===== src/rtl/bch_dec_pkg.sv =====
package bch_dec_pkg;

  typedef enum logic [1:0] {
    VERD_ACCEPT = 2'd0,
    VERD_FIX    = 2'd1,
    VERD_REJECT = 2'd2
  } verdict_t;

  // Decision from syndrome state, overall code parity and filler bit.
  function automatic verdict_t classify(input logic syn_zero,
                                        input logic par_odd,
                                        input logic filler);
    verdict_t v;
    if (!par_odd)     v = syn_zero ? VERD_ACCEPT : VERD_REJECT;
    else if (syn_zero) v = VERD_REJECT;
    else if (filler)   v = VERD_REJECT;
    else               v = VERD_FIX;
    return v;
  endfunction

endpackage


===== src/rtl/bch_syn_accum.sv =====
module bch_syn_accum #(
  parameter int INFO_W = 56,
  parameter int PAR_W  = 7,
  parameter logic [PAR_W-1:0] GEN_LOW = 7'h45
) (
  input  logic              clk,
  input  logic              rst,
  input  logic              clr,
  input  logic              bit_vld,
  input  logic              bit_in,
  output logic [PAR_W-1:0]  syn,
  output logic              par_odd,
  output logic              filler,
  output logic [INFO_W-1:0] info,
  output logic              blk_end
);
  localparam int CODE_W = INFO_W + PAR_W;
  localparam int BLK_W  = CODE_W + 1;
  localparam int CNT_W  = $clog2(BLK_W + 1);
  localparam logic [CNT_W-1:0] C_INFO = CNT_W'(INFO_W);
  localparam logic [CNT_W-1:0] C_CODE = CNT_W'(CODE_W);
  localparam logic [CNT_W-1:0] C_BLK  = CNT_W'(BLK_W);
  localparam logic [CNT_W-1:0] C_LAST = CNT_W'(BLK_W - 1);

  logic [CNT_W-1:0] cnt;
  logic             cbit;
  logic [PAR_W-1:0] syn_next;

  // Parity bits arrive complemented; restore them before division.
  always_comb begin
    cbit     = (cnt >= C_INFO) ? ~bit_in : bit_in;
    syn_next = {syn[PAR_W-2:0], cbit} ^ (syn[PAR_W-1] ? GEN_LOW : '0);
  end

  always_ff @(posedge clk) begin
    if (rst || clr) begin
      cnt     <= '0;
      syn     <= '0;
      par_odd <= 1'b0;
      filler  <= 1'b0;
      info    <= '0;
      blk_end <= 1'b0;
    end else begin
      blk_end <= 1'b0;
      if (bit_vld && (cnt < C_BLK)) begin
        cnt <= cnt + 1'b1;
        if (cnt < C_CODE) begin
          syn     <= syn_next;
          par_odd <= par_odd ^ cbit;
          if (cnt < C_INFO) info <= {info[INFO_W-2:0], bit_in};
        end else begin
          filler <= bit_in;
        end
        if (cnt == C_LAST) blk_end <= 1'b1;
      end
    end
  end

  assert_cnt_bound_R9: assert property (@(posedge clk) disable iff (rst)
    cnt <= C_BLK);

  assert_end_once_R7: assert property (@(posedge clk) disable iff (rst || clr)
    blk_end |=> !blk_end);

endmodule


===== src/rtl/bch_err_locate.sv =====
module bch_err_locate #(
  parameter int PAR_W  = 7,
  parameter int CODE_W = 63,
  parameter logic [PAR_W-1:0] GEN_LOW = 7'h45,
  localparam int POS_W = $clog2(CODE_W)
) (
  input  logic             clk,
  input  logic             rst,
  input  logic             start,
  input  logic [PAR_W-1:0] syn,
  output logic             fin,
  output logic             found,
  output logic [POS_W-1:0] pos
);
  localparam logic [POS_W-1:0] E_LAST = POS_W'(CODE_W - 1);

  logic             busy;
  logic [PAR_W-1:0] pw;      // x^e mod g(x)
  logic [POS_W-1:0] e;
  logic [PAR_W-1:0] pw_next;

  always_comb pw_next = {pw[PAR_W-2:0], 1'b0} ^ (pw[PAR_W-1] ? GEN_LOW : '0);

  always_ff @(posedge clk) begin
    if (rst) begin
      busy  <= 1'b0;
      fin   <= 1'b0;
      found <= 1'b0;
      pos   <= '0;
      pw    <= '0;
      e     <= '0;
    end else begin
      fin <= 1'b0;
      if (start) begin
        busy  <= 1'b1;
        found <= 1'b0;
        pw    <= PAR_W'(1);
        e     <= '0;
      end else if (busy) begin
        if (pw == syn) begin
          busy  <= 1'b0;
          fin   <= 1'b1;
          found <= 1'b1;
          pos   <= e;
        end else if (e == E_LAST) begin
          busy <= 1'b0;
          fin  <= 1'b1;
        end else begin
          pw <= pw_next;
          e  <= e + 1'b1;
        end
      end
    end
  end

  assert_start_busy_R3: assert property (@(posedge clk) disable iff (rst)
    start |=> busy);

  assert_fin_idle_R3: assert property (@(posedge clk) disable iff (rst)
    fin |-> !busy);

  assert_pos_range_R4: assert property (@(posedge clk) disable iff (rst)
    found |-> (pos <= E_LAST));

endmodule


===== src/rtl/bch_codeblock_dec.sv =====
module bch_codeblock_dec #(
  parameter int INFO_W = 56,
  parameter int PAR_W  = 7,
  parameter logic [PAR_W-1:0] GEN_LOW = 7'h45
) (
  input  logic              clk,
  input  logic              rst,
  input  logic              blk_start,
  input  logic              bit_vld,
  input  logic              bit_in,
  output logic              done,
  output logic              accept,
  output logic              corrected,
  output logic              reject,
  output logic [INFO_W-1:0] info_out
);
  import bch_dec_pkg::*;

  localparam int CODE_W = INFO_W + PAR_W;
  localparam int POS_W  = $clog2(CODE_W);

  typedef enum logic [1:0] {ST_RUN, ST_SEEK, ST_HOLD} st_t;

  st_t              st;
  logic [PAR_W-1:0] syn;
  logic             par_odd, filler, blk_end;
  logic [INFO_W-1:0] info;
  logic             loc_start, loc_fin, loc_found;
  logic [POS_W-1:0] loc_pos;
  logic [INFO_W-1:0] flip;
  verdict_t         verd;
  logic             clr_all;

  assign clr_all = rst || blk_start;

  bch_syn_accum #(.INFO_W(INFO_W), .PAR_W(PAR_W), .GEN_LOW(GEN_LOW)) u_syn (
    .clk(clk), .rst(rst), .clr(blk_start), .bit_vld(bit_vld), .bit_in(bit_in),
    .syn(syn), .par_odd(par_odd), .filler(filler), .info(info), .blk_end(blk_end)
  );

  bch_err_locate #(.PAR_W(PAR_W), .CODE_W(CODE_W), .GEN_LOW(GEN_LOW)) u_loc (
    .clk(clk), .rst(clr_all), .start(loc_start), .syn(syn),
    .fin(loc_fin), .found(loc_found), .pos(loc_pos)
  );

  always_comb verd = classify(syn == '0, par_odd, filler);

  // Exponents at or above PAR_W fall in the information field.
  always_comb begin
    for (int i = 0; i < INFO_W; i++)
      flip[i] = loc_found && (loc_pos == POS_W'(i + PAR_W));
  end

  always_ff @(posedge clk) begin
    if (clr_all) begin
      st        <= ST_RUN;
      done      <= 1'b0;
      accept    <= 1'b0;
      corrected <= 1'b0;
      reject    <= 1'b0;
      info_out  <= '0;
      loc_start <= 1'b0;
    end else begin
      done      <= 1'b0;
      loc_start <= 1'b0;
      case (st)
        ST_RUN: if (blk_end) begin
          case (verd)
            VERD_ACCEPT: begin
              done <= 1'b1; accept <= 1'b1; info_out <= info; st <= ST_HOLD;
            end
            VERD_FIX: begin
              loc_start <= 1'b1; st <= ST_SEEK;
            end
            default: begin
              done <= 1'b1; reject <= 1'b1; info_out <= info; st <= ST_HOLD;
            end
          endcase
        end
        ST_SEEK: if (loc_fin) begin
          done      <= 1'b1;
          accept    <= 1'b1;
          corrected <= 1'b1;
          info_out  <= info ^ flip;
          st        <= ST_HOLD;
        end
        default: ;
      endcase
    end
  end

  assert_done_pulse_R7: assert property (@(posedge clk) disable iff (rst)
    done |=> !done);

  assert_one_verdict_R2: assert property (@(posedge clk) disable iff (rst)
    done |-> (accept != reject));

  assert_fix_accepts_R3: assert property (@(posedge clk) disable iff (rst)
    corrected |-> (accept && !reject));

  assert_hold_flags_R7: assert property (@(posedge clk) disable iff (rst || blk_start)
    (!done && $past(!blk_start) && $past(!rst)) |-> ($stable(accept) && $stable(reject)));

endmodule


===== config.mk =====
export PLATFORM = sky130hd
export DESIGN_NAME = bch_codeblock_dec
export DESIGN_NICKNAME = d
export VERILOG_FILES = /design/src/rtl/bch_dec_pkg.sv /design/src/rtl/bch_syn_accum.sv /design/src/rtl/bch_err_locate.sv /design/src/rtl/bch_codeblock_dec.sv
export SDC_FILE = /design/constraint.sdc
export NUM_CORES = 1
export LEC_CHECK = 0
export BUFFER_PORTS_ARGS = -buffer_cell sky130_fd_sc_hd__clkbuf_2
export CAP_MARGIN = 20
export CORE_ASPECT_RATIO = 0.75
export CORE_MARGIN = 4
export CORE_UTILIZATION = 38
export DETAILED_ROUTE_END_ITERATION = 16
export GPL_TIMING_DRIVEN = 0
export HOLD_SLACK_MARGIN = 0.15
export PLACE_DENSITY = 0.57
export SLEW_MARGIN = 40
export SYNTH_ARGS = -nofsm -noshare
export SYNTH_HDL_FRONTEND = slang
export SYNTH_HIERARCHICAL = 1
export SYNTH_SLANG_ARGS = --single-unit
export TNS_END_PERCENT = 100

===== constraint.sdc =====
create_clock -name clk -period 2.6 [get_ports clk]
set_input_delay 0.13 -clock clk [delete_from_list [all_inputs] [get_ports clk]]
set_output_delay 0.13 -clock clk [all_outputs]
set_load 0.02 [all_outputs]

== Word level (Yosys, flattened, before mapping) ==
Index checks and enable logic that the tools add are counted.

* Output and inout port bits: 60
* Input port bits: 5
* Logic and storage cells: 222
* Flip-flop bits (word level): 158

* Magnitude comparators: 4
* Equality and inequality tests: 67
* Add/sub/neg operators: 2
* Bitwise operators: 14
* Multiplexer cells: 35
* Reduce and logical (&&, ||, !) cells: 80

{| class="wikitable"
|+ Operator list
! kind !! number
|-
| 6-bit == test (second input constant) || 32
|-
| 56-bit two-way mux || 3
|-
| 56-bit one-hot mux with 2 select lines || 1
|-
| 6-bit by 5-bit == test with 1-bit output (second input constant) || 16
|-
| 1-bit logical AND || 57
|-
| 56-bit XOR || 1
|-
| 6-bit by 4-bit == test with 1-bit output (second input constant) || 8
|-
| 1-bit two-way mux || 19
|-
| 3-bit AND reduction || 6
|-
| 7-bit by 6-bit < comparator with 1-bit output (second input constant) || 2
|-
| 2-bit two-way mux || 7
|-
| 7-bit two-way mux || 2
|-
| 7-bit XOR || 2
|-
| 1-bit inverter || 10
|-
| 2-bit AND reduction || 4
|-
| 4-bit AND reduction || 2
|-
| 7-bit by 1-bit adder with 7-bit output (second input constant) || 1
|-
| 7-bit by 6-bit == test with 1-bit output (second input constant) || 1
|-
| 7-bit == test || 1
|-
| 7-bit by 6-bit >= comparator with 1-bit output (second input constant) || 1
|-
| 7-bit logical NOT || 1
|-
| 7-bit < comparator (second input constant) || 1
|-
| 6-bit by 1-bit adder with 6-bit output (second input constant) || 1
|-
| 6-bit by 3-bit == test with 1-bit output (second input constant) || 1
|-
| 11 further kinds || 22
|}

== Depth between registers and ports, before layout ==
Gate-level depths: netlist (run 1).

* Word-level depth: 7
* Mapped depth: 8
* Gate-level depth less buffers: 7

== By module ==
The synthesis (run 1) kept the hierarchy.

{| class="wikitable"
|+ By module, submodules not included
! module !! cells an instance !! seq. area each (um2) !! instances !! area an instance (um2)
|-
| bch_codeblock_dec || 377 || 1261.2 || 1 || 3494.6
|-
| bch_syn_accum || 325 || 1461.4 || 1 || 2708.8
|-
| bch_err_locate || 102 || 440.4 || 1 || 993.5
|}

== Least setup slack after synthesis (run 1) ==
Ideal clock, no wire load.

* Path type: flip-flop to flip-flop
* Start: reg u_syn.syn[2]
* End: reg info_out[0]
* Slack: 716 ps
* Path buffers: 3
* Clock period less this slack: 1884 ps
* Data arrival time: 1738 ps
* Library setup time: 146 ps
* Cell stages (with the launch flop): 8
* Cells stage by stage: dfxtp_1 > buf_4 > or4_4 > o211ai_2 > and2_1 > buf_4 > buf_6 > a211oi_2

* Word-level cells in the longest chain between the ends: 6
* Elaborated cells between the ends (all ways): 7
* Those cells by class: 2 x eq/ne; 3 x mux; 2 x reduce/logical

{| class="wikitable"
|+ Ends and longest elaborated chain
! item !! line !! text
|-
| start: declaration || bch_syn_accum.sv:11 || <nowiki>output logic [PAR_W-1:0] syn,</nowiki>
|-
| start signal: assignment || bch_syn_accum.sv:48 || <nowiki>syn <= syn_next;</nowiki>
|-
| 7-bit logical NOT (*) || bch_codeblock_dec.sv:46 || <nowiki>always_comb verd = classify(syn == '0, par_odd, filler);</nowiki>
|-
| 2-bit two-way mux (on tied branches) || bch_dec_pkg.sv:15, bch_dec_pkg.sv:14 ||
|-
| 2-bit two-way mux (*) || bch_dec_pkg.sv:14 || <nowiki>if (!par_odd) v = syn_zero ? VERD_ACCEPT : VERD_REJECT;</nowiki>
|-
| 2-bit by 1-bit == test with 1-bit output (*) || bch_codeblock_dec.sv:68 || <nowiki>case (verd)</nowiki>
|-
| 2-bit inequality test (no line) (*) || n/a ||
|-
| 4-bit AND reduction (no line) (*) || n/a ||
|-
| end signal: assignment || bch_codeblock_dec.sv:84 || <nowiki>info_out <= info ^ flip;</nowiki>
|-
| end: declaration || bch_codeblock_dec.sv:15 || <nowiki>output logic [INFO_W-1:0] info_out</nowiki>
|}

Every way passes the cells marked *; elsewhere a longest branch is shown, timed or not.
A chain may end at the register's enable or synchronous reset.

== Worst setup path after layout (run 1) ==
* Start: reg u_syn.syn[2]
* End: reg info_out[4]

Same word-level chain as after synthesis.

==> flow_metrics.py, run 1 <==
metrics = {
    "run_status": {
        "outcome": "finished, final reports clean",
    },
    "setup_path": {
        "slowest_stage": "or4_4",
        "crit_top_cell": "buf_4",
        "crit_path_start": "u_syn/syn[2]",
        "critPathKind": "flip-flop to flip-flop",
        "path_cells": "buf_4 -> or4_4 -> o211ai_2 -> and2_1 -> buf_4 -> buf_6 -> a211oi_2",
        "crit_path_start_kind": "flip-flop",
        "critPathMaxFanout": 10,
        "cpLargestDelayFamily": "simple AND/OR/NAND/NOR gates",
        "cpPeakStageDelay_ns": 0.55,
        "r2r_start": "u_syn/syn[2]",
        "worst_setup_path_end_kind": "flip-flop",
        "critPathRequiredTime_ns": 2.88,
        "cp.arrival_ns": 2.60,
        "path_buf_inv": 3,
    },
    "cts": {
        "cts_tree": "done",
        "clk-insertion-delay-late_ns": 0.43,
        "cts_sinks": 158,
        "cts_setup_buffers": 0,
        "cts_buffers": 17,
        "cts_root_buf": "clkbuf_16",
        "cts_resized": 0,
        "cts.htree.levels": 4,
        "clk_pin_slew_ns": 0.06,
        "hold_buffers": 2,
        "clk_path_buf_depth": 2,
    },
    "global_routing": {
        "grt_max_degree": 17,
        "grt_util_met2_pct": 24.18,
        "grt_pass1_wl_mm": 30.46,
        "grt_remaining_overflow": 0,
        "track_usage_pct": 18.05,
        "use_met3_pct": 4.207,
        "grt_pass1_vias": 5503,
        "met1_usage_pct": 28.79,
        "antenna_found_initial": 0,
        "grt-busiest-layer": "met1",
    },
    "layout": {
        "drive_gt1_share_pct": 21.73,
        "layout.nets": 897,
        "fin_area_um2": 8469,
        "area_delta_synth_final_pct": 17.68,
        "finalNonFillerCells": 1149,
        "antenna_cells": 0,
        "nFillCells": 1861,
    },
    "drt": {
        "drt-total-wl_mm": 19.08,
        "drt_pass1_iterations": 5,
        "vias": 5944,
        "vias_per_cell": 5.173,
        "ant_nets": 0,
        "wire_per_inst_um": 16.60,
        "drt_iter0_markers": 491,
        "post-route-drc-count": 0,
    },
    "sta": {
        "whs_ns": 0.3702,
        "fmax_mhz": 429.5,
        "slew_headroom_pct": 45.22,
        "worstMarginPinSlew_ns": 0.8142,
        "setup_viol": 0,
        "grt_setup_unrepaired": "no",
        "finalHoldViolCount": 0,
        "fin_worst_skew_ns": 0.009298,
        "worst_slack_ns": 0.2717,
        "drv_slew": 0,
        "setup_tns_ns": 0,
        "finalCritPeriodShare_pct": 89.55,
        "finalWorstPathRequiredPeriod_ns": 2.328,
    },
    "floorplanning": {
        "rows": 43,
        "die_area_um2": 21230,
        "dieWidth_um": 166.9,
        "core_area_um2": 18560,
        "die_y_um": 127.2,
        "initial_core_util_pct": 38.77,
        "io_pins": 65,
    },
    "power_and_ir_drop": {
        "p_seq_share_pct": 47.1,
        "cellPowerDensity_nw_per_um2": 608.2,
        "p_switching_mw": 1.109,
        "p_leak_nw": 2.769,
        "p_int_mw": 4.043,
        "pwr-share-comb_pct": 2.9,
        "switching_share_pct": 21.52,
        "clkPwrFrac_pct": 50.0,
        "peakVddDrop_uv": 324.6,
    },
    "yosys": {
        "synthesis.nets": 812,
        "syn_area_per_cell_um2": 8.951,
        "synth_cell_types": 51,
        "synth_common_cells": "dfxtp_1, nand2_1, a21oi_1",
        "ys_warn_count": 6,
        "syn_area_um2": 7197,
        "yosysSeqAreaShare_pct": 43.95,
        "synthCells": 804,
        "synth_top_area_share_pct": 43.95,
        "synth.largest_area_cell": "dfxtp_1",
        "synth_seq_cells": 158,
        "synth_most_common_cell": "dfxtp_1",
        "synth_edf_count": 0,
        "synth.area.top_cells": "dfxtp_1, a21oi_1, nand2_1, a211oi_2, xnor2_1",
        "ys_async_sr_fraction_pct": 0,
        "synthFlopType": "dfxtp_1",
    },
    "placement": {
        "pre_cts_ws_ns": -0.2193,
        "hpwl_mm": 13.80,
        "gp_congestion": 0.8268,
        "placed_area_um2": 7833,
        "io_buffers": 64,
        "place_inst": 1115,
    },
    "hold_path": {
        "min_path_type": "input port to flip-flop",
        "min_from": "blk_start",
    },
    "run": {
        "drv_cap": 0,
    },
}
==> stage by stage <==
step	power (mW)	util, %
CTS	5.203	45.59
finish	5.151	45.63
global placement	2.626	42.16
floorplan	2.580	-
global route	5.327	45.63
detailed placement	2.626	42.20
==> power by group through the flow <==
| stage | registers [mW] | logic (mW) | clock network [mW] |
|---|---|---|---|
| floorplan | 2.48 | 0.0999 | 0 |
| global placement | 2.48 | 0.146 | 0 |
| detailed placement | 2.48 | 0.146 | 0 |
| CTS | 2.43 | 0.149 | 2.63 |
| global route | 2.43 | 0.163 | 2.74 |
| finish | 2.43 | 0.149 | 2.58 |
==> layout make-up <==
class                           count  area [µm²]  share of cell area (%)
Clock buffer                       21       470.5                   5.555
Multi-Input combinational cell    571        3623                   42.78
Inverter                            5       18.77                  0.2216
Sequential cell                   158        3163                   37.35
Clock inverter                     11       138.9                   1.640
Buffer                             70       405.4                   4.787
Timing Repair Buffer               66       340.3                   4.018
Tap cell                          247       309.0                   3.649
==> flip-flops by register name, summed over array words and instances (netlist names), 2 cells and up <==
register    cells
info_out       56
u_syn/info     56
u_loc/pw        7
u_syn/cnt       7
u_syn/syn       7
u_loc/e         6
u_loc/pos       6
st              2
==> worst reg2reg max path, stage by stage, from the launching register on <==
cell and delay, ns:
dfxtp_1 0.33, buf_4 0.14, or4_4 0.55, o211ai_2 0.43
and2_1 0.24, buf_4 0.21, buf_6 0.20, a211oi_2 0.09
==> metal layers <==
layer	up-vias	wire [µm]
met5	-	0
met2	153	7590
met3	21	1019
met1	2794	10290
li1	2976	-
met4	0	176
==> layout by cell type (no fill, tap or decap), types with 9 or more instances in the layout <==
| cell | count |
|---|---|
| dfxtp_1 | 158 |
| nand2_1 | 125 |
| a21oi_1 | 115 |
| clkbuf_2 | 65 |
| nor2_1 | 42 |
| xnor2_1 | 42 |
| nor3_1 | 41 |
| xor2_1 | 33 |
| a211oi_2 | 32 |
| clkbuf_1 | 31 |
| a211oi_1 | 28 |
| nand3_1 | 24 |
| mux2i_1 | 17 |
| clkbuf_16 | 17 |
| buf_4 | 15 |
| buf_2 | 14 |
| a21oi_2 | 11 |
| buf_6 | 9 |
==> cell families after synthesis <==
group	after synthesis	synth area share (%)
compound gates	202	19.63
xor+xnor	75	9.127
fa+ha+maj	3	0.5216
buf+inv	75	5.876
flops	158	43.95
mux	17	2.364
simple gates	274	18.53
==> path summary, 6_finish.rpt <==
check	cells after the start	endpoint	slack, ns
max	7	info_out[4]	0.27
min	4	info_out[17]	0.37
min reg2reg	2	accept	0.45
max reg2reg	7	info_out[4]	0.27
Power figures use the tool's default switching activity.
==> inputs of run 2 (changes only) <==
ABC_AREA = 1   (was not set)
==> run 2 against run 1 <==
Net effect: cell count up 48%; utilization shrank 0.74 points; worst hold slack worse by 0.15 ns; synthesized cell count grew 63%; flip-flop and latch count stayed put; sequential share of layout area shrank 4.2 points; final area is 13% higher; critical path type unchanged; critical endpoint is now info_out[8]; largest power group is now registers.
==> flow_metrics.py, run 2 <==
metrics = {
    "run_status": {
        "outcome": "finished, final reports clean",
    },
    "cts": {
        "cts_sinks": 158,
        "cts_buffers": 17,
        "cts_tree": "done",
        "clk-insertion-delay-late_ns": 0.43,
        "cts_setup_buffers": 0,
        "clk_path_buf_depth": 2,
        "clk_pin_slew_ns": 0.06,
        "cts_root_buf": "clkbuf_16",
        "cts.htree.levels": 4,
    },
    "hold_path": {
        "min_path_type": "input port to flip-flop",
        "min_from": "bit_vld",
    },
    "global_routing": {
        "grt_remaining_overflow": 0,
        "grt_max_degree": 17,
        "track_usage_pct": 18.59,
        "grt_pass1_vias": 6836,
        "antenna_found_initial": 0,
        "grt_pass1_wl_mm": 35.47,
    },
    "power_and_ir_drop": {
        "switching_share_pct": 24.05,
        "p_switching_mw": 1.262,
        "pwr-share-comb_pct": 5.1,
        "cellPowerDensity_nw_per_um2": 550.6,
        "p_seq_share_pct": 47.5,
        "peakVddDrop_uv": 419.0,
        "clkPwrFrac_pct": 47.4,
        "p_int_mw": 3.987,
        "p_leak_nw": 4.720,
    },
    "layout": {
        "nFillCells": 2300,
        "multi_input_area_um2": 3677,
        "antenna_cells": 0,
        "final_common_cell": "nand2_1",
        "layout.nets": 1405,
        "final_cell_mix": "nand2_1, inv_1, nor2_1, dfxtp_1, nand3_1",
        "area_delta_synth_final_pct": 15.65,
        "drive_gt1_share_pct": 12.06,
        "register_area_um2": 3163,
        "reg_top3": "info_out: 56 flops, u_syn/info: 56 flops",
    },
    "drt": {
        "drt-total-wl_mm": 22.23,
        "drt_iter0_markers": 538,
        "post-route-drc-count": 0,
        "vias_per_cell": 4.562,
        "drt_pass1_iterations": 5,
        "ant_nets": 0,
        "wire_per_inst_um": 13.09,
        "vias": 7746,
    },
    "setup_path": {
        "worst_setup_path_end_kind": "flip-flop",
        "critPathMaxFanout": 10,
        "cp.arrival_ns": 2.34,
        "critPathKind": "flip-flop to flip-flop",
        "crit_path_start": "st[0]",
        "critPathRequiredTime_ns": 2.92,
        "r2r_start": "st[0]",
        "crit_path_start_kind": "flip-flop",
    },
    "yosys": {
        "syn_area_um2": 8244,
        "synth_cell_types": 30,
        "synth_common_cells": "nand2_1, inv_1, nor2_1",
        "synth_most_common_cell": "nand2_1",
        "synth_top_area_share_pct": 38.37,
        "synth.largest_area_cell": "dfxtp_1",
        "yosysSeqAreaShare_pct": 38.37,
        "synthFlopType": "dfxtp_1",
        "synthCells": 1313,
        "synthesis.nets": 1321,
        "ys_warn_count": 6,
        "ys_async_sr_fraction_pct": 0,
        "synth_seq_cells": 158,
        "syn_area_per_cell_um2": 6.279,
        "synth_edf_count": 0,
        "synth.area.top_cells": "dfxtp_1, nand2_1, inv_1, nand3_1, nor2_1",
    },
    "sta": {
        "slew_headroom_pct": 45.03,
        "finalHoldViolCount": 0,
        "finalWorstPathRequiredPeriod_ns": 2.023,
        "worstMarginPinSlew_ns": 0.8215,
        "grt_setup_unrepaired": "no",
        "fmax_mhz": 494.3,
        "setup_tns_ns": 0,
        "setup_viol": 0,
        "whs_ns": 0.2216,
        "finalCritPeriodShare_pct": 77.82,
        "drv_slew": 0,
        "fin_worst_skew_ns": 0.008495,
    },
    "floorplanning": {
        "die_y_um": 135.6,
        "die_area_um2": 24140,
        "core_area_um2": 21240,
        "rows": 46,
        "dieWidth_um": 178.1,
        "initial_core_util_pct": 38.82,
        "io_pins": 65,
    },
    "placement": {
        "gp_congestion": 0.8401,
        "hpwl_mm": 16.20,
        "io_buffers": 64,
    },
    "run": {
        "drv_cap": 0,
    },
}
## run 2: worst max-delay path, cell delays in order (launching register included)
cell and delay [ns]:
dfxtp_1 0.45, nand3_1 0.34, nand2_1 0.22, nand2_1 0.26
buf_4 0.28, buf_6 0.15, nor2_1 0.15, nor2_1 0.07
## run 2: worst paths after layout
| check | to | slack, ns | depth (start not counted) |
|---|---|---|---|
| max | info_out[8] | 0.58 | 7 |
| max reg2reg | info_out[8] | 0.58 | 7 |
| min | u_syn/cnt[0] | 0.22 | 4 |
| min reg2reg | corrected | 0.45 | 2 |
## run 2: cells by family (layout without fill, tap and decap cells)
family / count (synthesis) / in the layout / share of synthesized area [%]
simple gates: 645 / 645 / 33.12
buf+inv: 340 / 437 / 17.24
flops: 158 / 158 / 38.37
compound gates: 153 / 153 / 9.334
xor+xnor: 14 / 14 / 1.487
fa+ha+maj: 3 / 3 / 0.4554
## run 2: timing repair
action | 4_1_cts | 5_1_grt
hold endpoints to repair | 2 | 0
hold buffers | 1 | 0
resized for setup | 0 | 0
## run 2: stage by stage
step	worst slack [ns]	power, mW	cell area [µm²]	cells	util, %
6_report	0.5768	5.249	9534	1698	44.89
5_1_grt	0.5109	5.447	9534	1698	44.89
4_1_cts	0.5420	5.305	9529	1698	44.87
3_5_place_dp	0.5046	2.812	8937	1665	42.08
3_3_place_gp	0.5117	2.807	8925	1665	42.02
2_1_floorplan	1.125	2.736	8244	1313	-
## run 2: routing by layer
layer | up-vias | global-route usage (%) | share of wire [%]
met5 | - | 0 | 0
met4 | 0 | 4.380 | 1.2
met3 | 22 | 3.627 | 5.2
met2 | 174 | 28.59 | 41
met1 | 3427 | 26.90 | 52
li1 | 4123 | - | -
## run 2: final cells by class
type,count,share of cell area (%)
clock inverters,9,0.8793
clock buffers,23,5.223
multi-input cells,815,38.57
inverters,280,11.02
well taps,288,3.780
repair buffers,65,3.465
plain buffers,60,3.885
flip-flops and latches,158,33.18
## run 2: power groups by stage
stage / clock network, mW / logic [mW] / registers (mW)
after floorplan: 0 / 0.201 / 2.53
after global placement: 0 / 0.263 / 2.54
after detailed placement: 0 / 0.267 / 2.54
after CTS: 2.55 / 0.270 / 2.49
after global routing: 2.64 / 0.308 / 2.50
final: 2.49 / 0.270 / 2.49
